File: config.mk
export PLATFORM = sky130hd
export DESIGN_NAME = alu8_nzcv
export DESIGN_NICKNAME = d
export VERILOG_FILES = /design/src/rtl/alu8_pkg.sv /design/src/rtl/alu8_addsub.sv /design/src/rtl/alu8_shift.sv /design/src/rtl/alu8_logic.sv /design/src/rtl/alu8_nzcv.sv
export SDC_FILE = /design/constraint.sdc
export NUM_CORES = 1
export LEC_CHECK = 0
export CAP_MARGIN = 20
export CORE_UTILIZATION = 49
export CTS_BUF_LIST = sky130_fd_sc_hd__clkbuf_4
export CTS_CLUSTER_DIAMETER = 50
export DETAILED_ROUTE_END_ITERATION = 10
export PLACE_DENSITY = 0.79
export SYNTH_ARGS = -nofsm -noshare
export SYNTH_HDL_FRONTEND = slang
export SYNTH_SLANG_ARGS = --single-unit
File: constraint.sdc
create_clock -name clk_i -period 5.45 [get_ports clk_i]
set_clock_uncertainty 0.05 [all_clocks]
set_input_delay 1.3625 -clock clk_i [delete_from_list [all_inputs] [get_ports clk_i]]
set_output_delay 1.3625 -clock clk_i [all_outputs]
set_load 0.01 [all_outputs]
File: src/rtl/alu8_pkg.sv
package alu8_pkg;
  typedef enum logic [3:0] {
    OP_ADC = 4'd0,
    OP_SBC = 4'd1,
    OP_AND = 4'd2,
    OP_ORA = 4'd3,
    OP_EOR = 4'd4,
    OP_CMP = 4'd5,
    OP_BIT = 4'd6,
    OP_ASL = 4'd7,
    OP_LSR = 4'd8,
    OP_ROL = 4'd9,
    OP_ROR = 4'd10,
    OP_INC = 4'd11,
    OP_DEC = 4'd12,
    OP_LDA = 4'd13,
    OP_RS0 = 4'd14,
    OP_RS1 = 4'd15
  } alu_op_e;

  localparam int unsigned FLAG_N = 3;
  localparam int unsigned FLAG_Z = 2;
  localparam int unsigned FLAG_C = 1;
  localparam int unsigned FLAG_V = 0;
  localparam int unsigned NFLAGS = 4;
endpackage

File: src/rtl/alu8_addsub.sv
module alu8_addsub #(
  parameter int unsigned W = 8
) (
  input  logic [W-1:0] a_i,
  input  logic [W-1:0] b_i,
  input  logic         inv_i,
  input  logic         cin_i,
  output logic [W-1:0] sum_o,
  output logic         cout_o,
  output logic         ovf_o
);
  localparam int unsigned WS = W + 1;

  logic [W-1:0]  b_eff;
  logic [WS-1:0] full;

  assign b_eff  = inv_i ? ~b_i : b_i;
  assign full   = {1'b0, a_i} + {1'b0, b_eff} + {{W{1'b0}}, cin_i};
  assign sum_o  = full[W-1:0];
  assign cout_o = full[W];
  // signed overflow: both inputs disagree in sign with the sum
  assign ovf_o  = (a_i[W-1] ^ full[W-1]) & (b_eff[W-1] ^ full[W-1]);
endmodule

File: src/rtl/alu8_shift.sv
module alu8_shift #(
  parameter int unsigned W = 8
) (
  input  logic [W-1:0] in_i,
  input  logic         cin_i,
  input  logic         left_i,
  input  logic         rot_i,
  output logic [W-1:0] out_o,
  output logic         cout_o
);
  logic fill;

  assign fill = rot_i & cin_i;

  always_comb begin
    if (left_i) begin
      out_o  = {in_i[W-2:0], fill};
      cout_o = in_i[W-1];
    end else begin
      out_o  = {fill, in_i[W-1:1]};
      cout_o = in_i[0];
    end
  end
endmodule

File: src/rtl/alu8_logic.sv
module alu8_logic
  import alu8_pkg::*;
#(
  parameter int unsigned W = 8
) (
  input  alu_op_e      op_i,
  input  logic [W-1:0] a_i,
  input  logic [W-1:0] b_i,
  output logic [W-1:0] out_o
);
  localparam logic [W-1:0] ONE = {{(W-1){1'b0}}, 1'b1};

  always_comb begin
    case (op_i)
      OP_AND:  out_o = a_i & b_i;
      OP_ORA:  out_o = a_i | b_i;
      OP_EOR:  out_o = a_i ^ b_i;
      OP_INC:  out_o = b_i + ONE;
      OP_DEC:  out_o = b_i - ONE;
      default: out_o = b_i;
    endcase
  end
endmodule

File: src/rtl/alu8_nzcv.sv
module alu8_nzcv
  import alu8_pkg::*;
#(
  parameter int unsigned W = 8
) (
  input  logic              clk_i,
  input  logic              rst_ni,
  input  logic              valid_i,
  input  logic [3:0]        op_i,
  input  logic [W-1:0]      acc_i,
  input  logic [W-1:0]      opnd_i,
  input  logic              carry_i,
  output logic [W-1:0]      res_o,
  output logic [NFLAGS-1:0] nzcv_o,
  output logic [NFLAGS-1:0] flag_en_o,
  output logic [NFLAGS-1:0] flags_o
);
  localparam logic [NFLAGS-1:0] EN_ALL   = 4'b1111;
  localparam logic [NFLAGS-1:0] EN_NZC   = 4'b1110;
  localparam logic [NFLAGS-1:0] EN_NZV   = 4'b1101;
  localparam logic [NFLAGS-1:0] EN_NZ    = 4'b1100;
  localparam logic [NFLAGS-1:0] EN_NONE  = 4'b0000;

  alu_op_e           op;
  logic              is_sub, is_cmp, sh_left, sh_rot;
  logic [W-1:0]      sum, sh_out, lg_out;
  logic              sum_c, sum_v, sh_c;
  logic [NFLAGS-1:0] flags_q, raw;

  assign op      = alu_op_e'(op_i);
  assign is_cmp  = (op == OP_CMP);
  assign is_sub  = (op == OP_SBC) | is_cmp;
  assign sh_left = (op == OP_ASL) | (op == OP_ROL);
  assign sh_rot  = (op == OP_ROL) | (op == OP_ROR);

  // compare is a subtract with no incoming borrow
  alu8_addsub #(.W(W)) u_addsub (
    .a_i   (acc_i),
    .b_i   (opnd_i),
    .inv_i (is_sub),
    .cin_i (is_cmp | carry_i),
    .sum_o (sum),
    .cout_o(sum_c),
    .ovf_o (sum_v)
  );

  alu8_shift #(.W(W)) u_shift (
    .in_i  (opnd_i),
    .cin_i (carry_i),
    .left_i(sh_left),
    .rot_i (sh_rot),
    .out_o (sh_out),
    .cout_o(sh_c)
  );

  alu8_logic #(.W(W)) u_logic (
    .op_i (op),
    .a_i  (acc_i),
    .b_i  (opnd_i),
    .out_o(lg_out)
  );

  always_comb begin
    res_o     = acc_i;
    raw       = flags_q;
    flag_en_o = EN_NONE;
    case (op)
      OP_ADC, OP_SBC: begin
        res_o     = sum;
        raw       = {sum[W-1], sum == '0, sum_c, sum_v};
        flag_en_o = EN_ALL;
      end
      OP_CMP: begin
        raw       = {sum[W-1], sum == '0, sum_c, flags_q[FLAG_V]};
        flag_en_o = EN_NZC;
      end
      OP_BIT: begin
        raw       = {opnd_i[W-1], (acc_i & opnd_i) == '0, flags_q[FLAG_C], opnd_i[W-2]};
        flag_en_o = EN_NZV;
      end
      OP_AND, OP_ORA, OP_EOR, OP_LDA, OP_INC, OP_DEC: begin
        res_o     = lg_out;
        raw       = {lg_out[W-1], lg_out == '0, flags_q[FLAG_C], flags_q[FLAG_V]};
        flag_en_o = EN_NZ;
      end
      OP_ASL, OP_LSR, OP_ROL, OP_ROR: begin
        res_o     = sh_out;
        raw       = {sh_out[W-1], sh_out == '0, sh_c, flags_q[FLAG_V]};
        flag_en_o = EN_NZC;
      end
      default: ;
    endcase
  end

  assign nzcv_o = (raw & flag_en_o) | (flags_q & ~flag_en_o);

  always_ff @(posedge clk_i or negedge rst_ni) begin
    if (!rst_ni)      flags_q <= '0;
    else if (valid_i) flags_q <= nzcv_o;
  end

  assign flags_o = flags_q;

  p_hold_r9: assert property (@(posedge clk_i) disable iff (!rst_ni)
    !valid_i |=> $stable(flags_o));

  p_masked_r9: assert property (@(posedge clk_i) disable iff (!rst_ni)
    valid_i |=> ((flags_o & ~$past(flag_en_o)) == ($past(flags_o) & ~$past(flag_en_o))));

  p_cmp_nb_r3: assert property (@(posedge clk_i) disable iff (!rst_ni)
    (op == OP_CMP) |-> (nzcv_o[FLAG_C] == (acc_i >= opnd_i)));

  p_bit_nv_r4: assert property (@(posedge clk_i) disable iff (!rst_ni)
    (op == OP_BIT) |-> (nzcv_o[FLAG_N] == opnd_i[W-1] && nzcv_o[FLAG_V] == opnd_i[W-2]));

  p_logic_z_r5: assert property (@(posedge clk_i) disable iff (!rst_ni)
    (op inside {OP_AND, OP_ORA, OP_EOR, OP_LDA}) |-> (nzcv_o[FLAG_Z] == (res_o == '0)));

  p_rot_keep_r7: assert property (@(posedge clk_i) disable iff (!rst_ni)
    sh_rot |-> ($countones({nzcv_o[FLAG_C], res_o}) == $countones({carry_i, opnd_i})));

  p_incdec_cv_r8: assert property (@(posedge clk_i) disable iff (!rst_ni)
    (op inside {OP_INC, OP_DEC}) |-> (nzcv_o[1:0] == flags_o[1:0]));

  p_rsv_r10: assert property (@(posedge clk_i) disable iff (!rst_ni)
    (op inside {OP_RS0, OP_RS1}) |-> (nzcv_o == flags_o && res_o == acc_i));
endmodule

=== After elaboration in Yosys (flattened, before gate mapping) ===
Cells that the tools add are included.
Widths: inputs -> output; s select.

* Output and inout port bits: 20
* Flip-flop bits (word level): 4
* Bits of input ports: 24

* Add/sub/neg operators: 4
* Reduce and logical (&&, ||, !) cells: 9
* Mux-type cells: 7
* Equality and inequality tests: 13
* Bitwise gates (word level): 16

{| class="wikitable"
|+ Operator list
! cell !! number
|-
| $pmux 8 s5 || 1
|-
| $logic_not 8->1 || 4
|-
| $eq 4x4->1 const B || 6
|-
| $pmux 8 s3 || 1
|-
| $pmux 4 s5 || 1
|-
| $eq 4x3->1 const B || 4
|-
| $mux 8 || 2
|-
| $pmux 4 s4 || 1
|-
| $add 8x8->9 || 1
|-
| $add 9x1->9 || 1
|-
| $add 8x1->8 const B || 1
|-
| $and 4x4->4 || 2
|-
| $and 8x8->8 || 1
|-
| $eq 4x2->1 const B || 2
|-
| $not 8->8 || 1
|-
| $or 8x8->8 || 1
|-
| $sub 8x1->8 const B || 1
|-
| $xor 8x8->8 || 1
|-
| $reduce_or 6->1 || 1
|-
| $reduce_or 5->1 || 1
|-
| $eq 4x1->1 const B || 1
|-
| $logic_not 4->1 || 1
|-
| $not 4->4 || 1
|-
| $or 1x1->1 || 4
|-
| other kinds (6) || 8
|}

=== Logic depth before layout (Yosys ltp) ===
Gate-level depths: netlist (run 1).

* Depth in word-level cells: 10
* Mapped depth: 13
* Gate-level depth less buffers: 12

=== Cells and area by module ===
A second synthesis (run 1) with hierarchy kept.

* Cells, all modules: 323
* Area, all modules: 2382.3 µm²

{| class="wikitable"
|+ Modules (own cells, without submodules)
! module !! cells each !! times used !! sequential area each (µm²) !! area an instance (µm²)
|-
| alu8_logic || 135 || 1 || 0.0 || 907.1
|-
| alu8_nzcv || 113 || 1 || 100.1 || 875.8
|-
| alu8_addsub || 61 || 1 || 0.0 || 460.4
|-
| alu8_shift || 14 || 1 || 0.0 || 138.9
|}

=== Least setup slack after synthesis (run 1) ===
OpenSTA, ideal clock, no wires.

* Kind: input -> output
* From: input port op_i[0]
* To: output port nzcv_o[2]
* Stages on the path: 12
* Buffers on the path: 1
* Arrival: 4.006 ns
* Slack: 0.032 ns
* Path through: buf_2 > nand2b_1 > nor2_4 > xnor2_1 > fa_1 > fa_1 > xor2_1 > or4_1 > nor3_1 > a41oi_1 > o31ai_2 > o21a_1

* Word-level cells in the longest chain between the ends: 9

{| class="wikitable"
|+ RTL lines
! item !! line !! text
|-
| start, declared || alu8_nzcv.sv:9 || <nowiki>input logic [3:0] op_i,</nowiki>
|-
| $eq 4x1->1 / $eq 4x3->1 (equally long branches) || alu8_nzcv.sv:32, alu8_nzcv.sv:67, alu8_nzcv.sv:31 ||
|-
| $or 1x1->1 || alu8_nzcv.sv:32 || <nowiki>assign is_sub = (op == OP_SBC) | is_cmp;</nowiki>
|-
| $mux 8 || alu8_addsub.sv:17 || <nowiki>assign b_eff = inv_i ? ~b_i : b_i;</nowiki>
|-
| $add 8x8->9 || alu8_addsub.sv:18 || <nowiki>assign full = {1'b0, a_i} + {1'b0, b_eff} + {{W{1'b0}}, cin_i};</nowiki>
|-
| $add 9x1->9 || alu8_addsub.sv:18 ||
|-
| $logic_not 8->1 || alu8_nzcv.sv:70, alu8_nzcv.sv:74 ||
|-
| $pmux 4 s5 || alu8_nzcv.sv:67 || <nowiki>case (op)</nowiki>
|-
| $and 4x4->4 || alu8_nzcv.sv:95 || <nowiki>assign nzcv_o = (raw & flag_en_o) | (flags_q & ~flag_en_o);</nowiki>
|-
| $or 4x4->4 * || alu8_nzcv.sv:95 ||
|-
| end, declared || alu8_nzcv.sv:14 || <nowiki>output logic [NFLAGS-1:0] nzcv_o,</nowiki>
|}

Every way passes the cells marked *; elsewhere a longest branch is shown, timed or not.

=== Worst setup path after layout (run 1) ===
* From: input port op_i[1]
* To: output port nzcv_o[2]

Same word-level chain as after synthesis.

==> run_results.csv, run 1 <==
group,metric,value,unit
cells_and_area,largest_register_ffs,4,
drt,drt-total-wl,9.22,mm
drt,drc,0,
grt,use_met3,0.0407,
sta,setup_viol,0,
flow_run,maxCapViolations,0,
worst_setup_path,cp-start-kind,"primary input",
sta,slew_violations,0,
floorplan,ioPinCount,44,
power,ir_drop,0.105,mV
sta,hold_viol_final,0,
sta,period_minus_slack,5.43,ns
sta,grt_setup_unrepaired,"yes",
sta,final.setup.worst_slack,0.0210,ns
yosys,synth_fa_ha_area_frac,0.152,
outcome,outcome,"finished clean",
floorplan,die_x,69.6,um
sta,tightest_slew,0.700,ns
drt,wl_per_cell,18.5,um
placed_design,place_inst,483,
clocking,clk_latency,0.24,ns
drt,avgViaCountPerCell,6.39,
yosys,syn_avg_cell_area,7.15,um^2
cells_and_area,fin_area,3620,um^2
hold_path,min_path_type,"flop to flop",
sta,fin_crit_sh,0.996,
clocking,cts_inserted_buffers,3,
yosys,syn-num-nets,363,
sta,slew-limit-headroom,0.530,
cells_and_area,syn2layout_area_growth,61.6,%
clocking,root_buffer,"clkbuf_4",
grt,antenna_found_initial,0,
clocking,htree_levels,1,
grt,grt.total_usage,0.361,
worst_setup_path,reg2reg_depth,4,
clocking,clock_path_buffers,2,
grt,grt_pass1_wl,14.0,mm
cells_and_area,layout-drive-gt1-share,0.355,
drt,ant_nets,0,
cells_and_area,fin_cells,497,
clocking,cts_sinks,4,
yosys,yosysUniqueCellTypes,68,
placed_design,placed_cell_area,3340,um^2
yosys,yosys_warnings,0,
worst_setup_path,cp_top_family,"simple AND/OR/NAND/NOR gates",
cells_and_area,final_common_cell,"buf_4",
yosys,yosys_register_bits,4,
hold_path,hold_depth,1,
yosys,synth-edff-count,0,
cells_and_area,final_net_count,497,
yosys,synth_top_family_by_area,"compound AO/OA/AOI/OAI gates",
placed_design,numPortBuffers,43,
yosys,synth_compound_area_frac,0.317,
worst_setup_path,required,4.04,ns
worst_setup_path,crit_type,"primary input to primary output",
worst_setup_path,slowest_delay,0.50,ns
placed_design,hpwl,6.73,mm
yosys,synth_area,2240,um^2
yosys,synthFlopType,"dfrtp_1",
drt,vias,3174,
placed_design,place_ws,-0.907,ns
drt,dr.pass1.iters,5,
cells_and_area,diodes,0,
floorplan,coreArea,4380,um^2
hold_path,hold_path_end,"flags_o[0]",
floorplan,rows,24,
grt,grt_use_met2,0.620,
placed_design,gp_congestion,1.04,
worst_setup_path,reg2reg_to,"flags_o[1]",
worst_setup_path,r2r_slack,4.20,ns
yosys,synthMuxAreaShare,0.0470,
worst_setup_path,cp_max_fo,3,
worst_setup_path,crit_buf_inv,2,
sta,fmax,184,MHz
yosys,syn_inst,313,
power,finalPower,0.493,mW
power,p_per_area,136,nW/um^2
hold_path,hold_start,"flags_o[0]",
grt,gr-usage-met1,0.452,
worst_setup_path,end_kind,"primary output",
yosys,async_reset_ff_frac,1.00,
grt,grt_max_degree,31,
worst_setup_path,cp_data_arrival_time,4.02,ns
worst_setup_path,r2r_start,"flags_o[1]",
floorplan,die_h,69.6,um
power,p_leak,1.70,nW
grt,grt_busiest_layer,"met2",
cells_and_area,fill_cells,283,
worst_setup_path,cp_common_cell,"fa_2",
floorplan,start_util,0.510,
clocking,clk_pin_slew,0.04,ns
yosys,synthXorXnorAreaFrac,0.0626,
yosys,yosysSeqAreaShare,0.0447,
grt,grt-ovfl-total,0,
worst_setup_path,cp_slowest_cell,"or4_4",
clocking,cts_tree,"built",
grt,grt_pass1_vias,2923,
floorplan,dieArea,4840,um^2
cells_and_area,final_cell_mix,"buf_4 (102), nor2_1 (33), clkdlybuf4s50_1 (25)",
drt,dr.first_iter.drc_count,353,
yosys,yosys.area_share.simple,0.289,
worst_setup_path,path_cells,"buf_6 -> nand2b_4 -> nor2_4 -> xnor2_2 -> fa_2 -> fa_2 -> xor2_2 -> or4_4 -> nor3_4 -> a41oi_2 -> o31ai_4 -> o21a_1 -> buf_2",
==> power by group <==
part           internal [mW]  switching (mW)  leakage (nW)
clock                 0.0247          0.0136        0.0138
sequential            0.0372         0.00577        0.0488
combinational          0.212           0.201          1.63
==> per-layer routing <==
metal	wire length [um]	share of wire
met5	0	0
met4	493	0.053
met3	869	0.094
met2	4390	0.48
met1	3470	0.38
==> worst max-delay path by stage <==
stage | from | endpoint | slack (ns) | depth (start not counted)
finish | op_i[1] | nzcv_o[2] | 0.02 | 13
global route | opnd_i[4] | nzcv_o[2] | -0.12 | 12
CTS | op_i[1] | nzcv_o[2] | -0.14 | 13
detailed placement | op_i[1] | nzcv_o[2] | -0.91 | 14
global placement | op_i[1] | nzcv_o[2] | -0.76 | 13
floorplan | op_i[0] | nzcv_o[2] | 0.03 | 12
==> kinds of logic after synthesis <==
group           after synthesis
xor+xnor                     16
simple gates                114
flops                         4
buf+inv                      43
mux                          10
compound gates              100
fa+ha+maj                    26
==> cell type report <==
type                            count  area [um^2]  area share
Clock buffer                        3         22.5     0.00623
Inverter                           21         78.8      0.0218
Multi-Input combinational cell    266         2090       0.579
Sequential cell                     4          100      0.0277
Tap cell                           52         65.1      0.0180
Timing Repair Buffer              151         1250       0.347
==> through the flow <==
stage | util | TNS, ns | hold WS, ns
after CTS | 0.793 | -0.288 | 0.490
final | 0.825 | 0 | 0.494
after global placement | 0.762 | -5.54 | 0.471
after floorplan | - | 0 | 0.498
after detailed placement | 0.762 | -6.37 | 0.477
after global routing | 0.825 | -0.260 | 0.514
==> Yosys cell counts, types with 7 or more instances <==
master | number | area, um^2
nand2_1 | 16 | 60.1
nand2b_1 | 7 | 43.8
a21oi_1 | 20 | 100
nor3_1 | 9 | 45.0
ha_1 | 24 | 300
xnor2_1 | 12 | 105
nor2_1 | 33 | 124
nand3_1 | 7 | 35.0
buf_2 | 8 | 40.0
inv_1 | 20 | 75.1
o21ai_0 | 16 | 80.1
clkbuf_1 | 8 | 30.0
==> what timing repair did <==
| item | CTS | global route |
|---|---|---|
| setup endpoints to repair | 12 | 11 |
| hold buffers | 0 | 0 |
| gates cloned | 0 | 1 |
| pin swaps | 12 | 13 |
| gates resized for setup | 51 | 28 |
| buffers inserted | 5 | 5 |
Note: power is estimated with default switching activity, not from simulation.
==> inputs of run 2 (changes only) <==
- CTS_BUF_LIST: sky130_fd_sc_hd__clkbuf_4 -> sky130_fd_sc_hd__clkbuf_8 sky130_fd_sc_hd__clkbuf_16
==> run_results.csv, run 2 (same netlist as run 1, synthesis figures left out) <==
group,metric,value,unit
outcome,outcome,"finished, violations left",
outcome,violations,"setup timing",
drt,drt-total-wl,9.07,mm
cells_and_area,final_net_count,495,
cells_and_area,largest_register_ffs,4,
worst_setup_path,cp_data_arrival_time,4.04,ns
sta,fmax,183,MHz
drt,avgViaCountPerCell,6.34,
sta,slew_violations,0,
clocking,clk_latency,0.22,ns
floorplan,ioPinCount,44,
clocking,root_buffer,"clkbuf_8",
grt,grt-ovfl-total,0,
cells_and_area,finalCoreUtilization,0.825,
grt,grt_pass1_wl,14.2,mm
floorplan,coreArea,4380,um^2
sta,tightest_slew,0.700,ns
grt,antenna_found_initial,0,
grt,grt_max_degree,31,
placed_design,hpwl,6.73,mm
power,finalPower,0.520,mW
power,p_per_area,144,nW/um^2
floorplan,rows,24,
cells_and_area,final_common_cell,"buf_4",
worst_setup_path,cp-start-kind,"primary input",
cells_and_area,syn2layout_area_growth,61.6,%
sta,setup_viol,1,
floorplan,die_h,69.6,um
floorplan,dieArea,4840,um^2
clocking,clock_path_buffers,2,
sta,grt_setup_unrepaired,"yes",
sta,setup_tns,-0.00703,ns
worst_setup_path,required,4.04,ns
flow_run,maxCapViolations,0,
cells_and_area,final_cell_mix,"buf_4 (102), nor2_1 (33), clkdlybuf4s50_1 (27)",
placed_design,place_inst,483,
sta,period_minus_slack,5.46,ns
clocking,cts_sinks,4,
clocking,cts_inserted_buffers,3,
cells_and_area,fin_cells,495,
clocking,cts_tree,"built",
grt,grt_pass1_vias,2953,
sta,final.setup.worst_slack,-0.00703,ns
sta,slew-limit-headroom,0.530,
sta,hold_viol_final,0,
drt,vias,3138,
floorplan,start_util,0.510,
grt,grt.total_usage,0.365,
cells_and_area,layout-drive-gt1-share,0.361,
drt,drc,0,
placed_design,numPortBuffers,43,
drt,dr.first_iter.drc_count,307,
power,ir_drop,0.123,mV
placed_design,place_ws,-0.907,ns
drt,wl_per_cell,18.3,um
hold_path,min_path_type,"flop to flop",
placed_design,gp_congestion,1.04,
sta,fin_crit_sh,1.00,
floorplan,die_x,69.6,um
power,p_leak,1.68,nW
drt,ant_nets,0,
cells_and_area,diodes,0,
worst_setup_path,crit_type,"primary input to primary output",
clocking,htree_levels,1,
clocking,clk_pin_slew,0.03,ns
worst_setup_path,end_kind,"primary output",
worst_setup_path,cp_max_fo,3,
drt,dr.pass1.iters,6,
[run 2: cell count changes in the layout (fill, tap and decap cells not counted), moves of 2 or more]
cell             delta
clkbuf_4            -3
clkbuf_8            +3
clkdlybuf4s50_1     +2
dlymetal6s2s_1      -2
o21ai_0             -2
o21ai_1             +2
[run 2: per-stage QoR]
step	area [um^2]	hold slack, ns
after global routing	3620	0.509
after global placement	3340	0.471
after floorplan	2240	0.498
after CTS	3500	0.487
final	3620	0.485
after detailed placement	3340	0.477
[run 2: final timing paths]
| check | cells after the start | slack [ns] | start | end |
|---|---|---|---|---|
| worst min register to register | 1 | 0.49 | flags_o[2] | flags_o[2] |
| worst min-delay path | 1 | 0.49 | flags_o[2] | flags_o[2] |
| worst max-delay path | 13 | -0.007 | op_i[1] | nzcv_o[2] |
| min in group asynchronous | 1 | 1.30 | rst_ni | flags_o[3] |
| worst max register to register | 4 | 4.18 | flags_o[1] | flags_o[1] |
| max in group asynchronous | 1 | 3.88 | rst_ni | flags_o[1] |
[run 2: power breakdown]
group          leakage [nW]  switching [mW]  internal (mW)
Combinational          1.61           0.202          0.212
Sequential           0.0488         0.00571         0.0372
Clock                0.0216          0.0152         0.0471
Total                  1.68           0.223          0.296
[run 2: area by class of cell]
cell class / instances / area [um^2]
Tap cell: 52 / 65.1
Fill cell: 280 / 768
Sequential cell: 4 / 100
Inverter: 21 / 78.8
Clock buffer: 3 / 41.3
Timing Repair Buffer: 149 / 1210
Multi-Input combinational cell: 266 / 2120
[run 2: layer usage]
layer / vias to the layer above / track usage / share of wire
met5: - / 0 / 0
met4: 0 / 0.138 / 0.053
met3: 57 / 0.0451 / 0.094
met2: 208 / 0.642 / 0.47
met1: 1437 / 0.452 / 0.39
li1: 1436 / - / -
[run 2: repair_timing]
action,in CTS,in global routing
hold buffers,0,0
setup endpoints to repair,12,11
resized for setup,51,31
cloned,0,0
buffers inserted,5,4
pin swaps,12,13
[run 2: critical path, cell delays in order]
cell and delay (ns):
buf_6 0.09, nand2b_4 0.15, nor2_4 0.15, xnor2_2 0.10, fa_2 0.44, fa_2 0.40
xor2_2 0.16, or4_4 0.50, nor3_4 0.14, a41oi_2 0.15, o31ai_4 0.10, o21a_1 0.16
buf_2 0.13
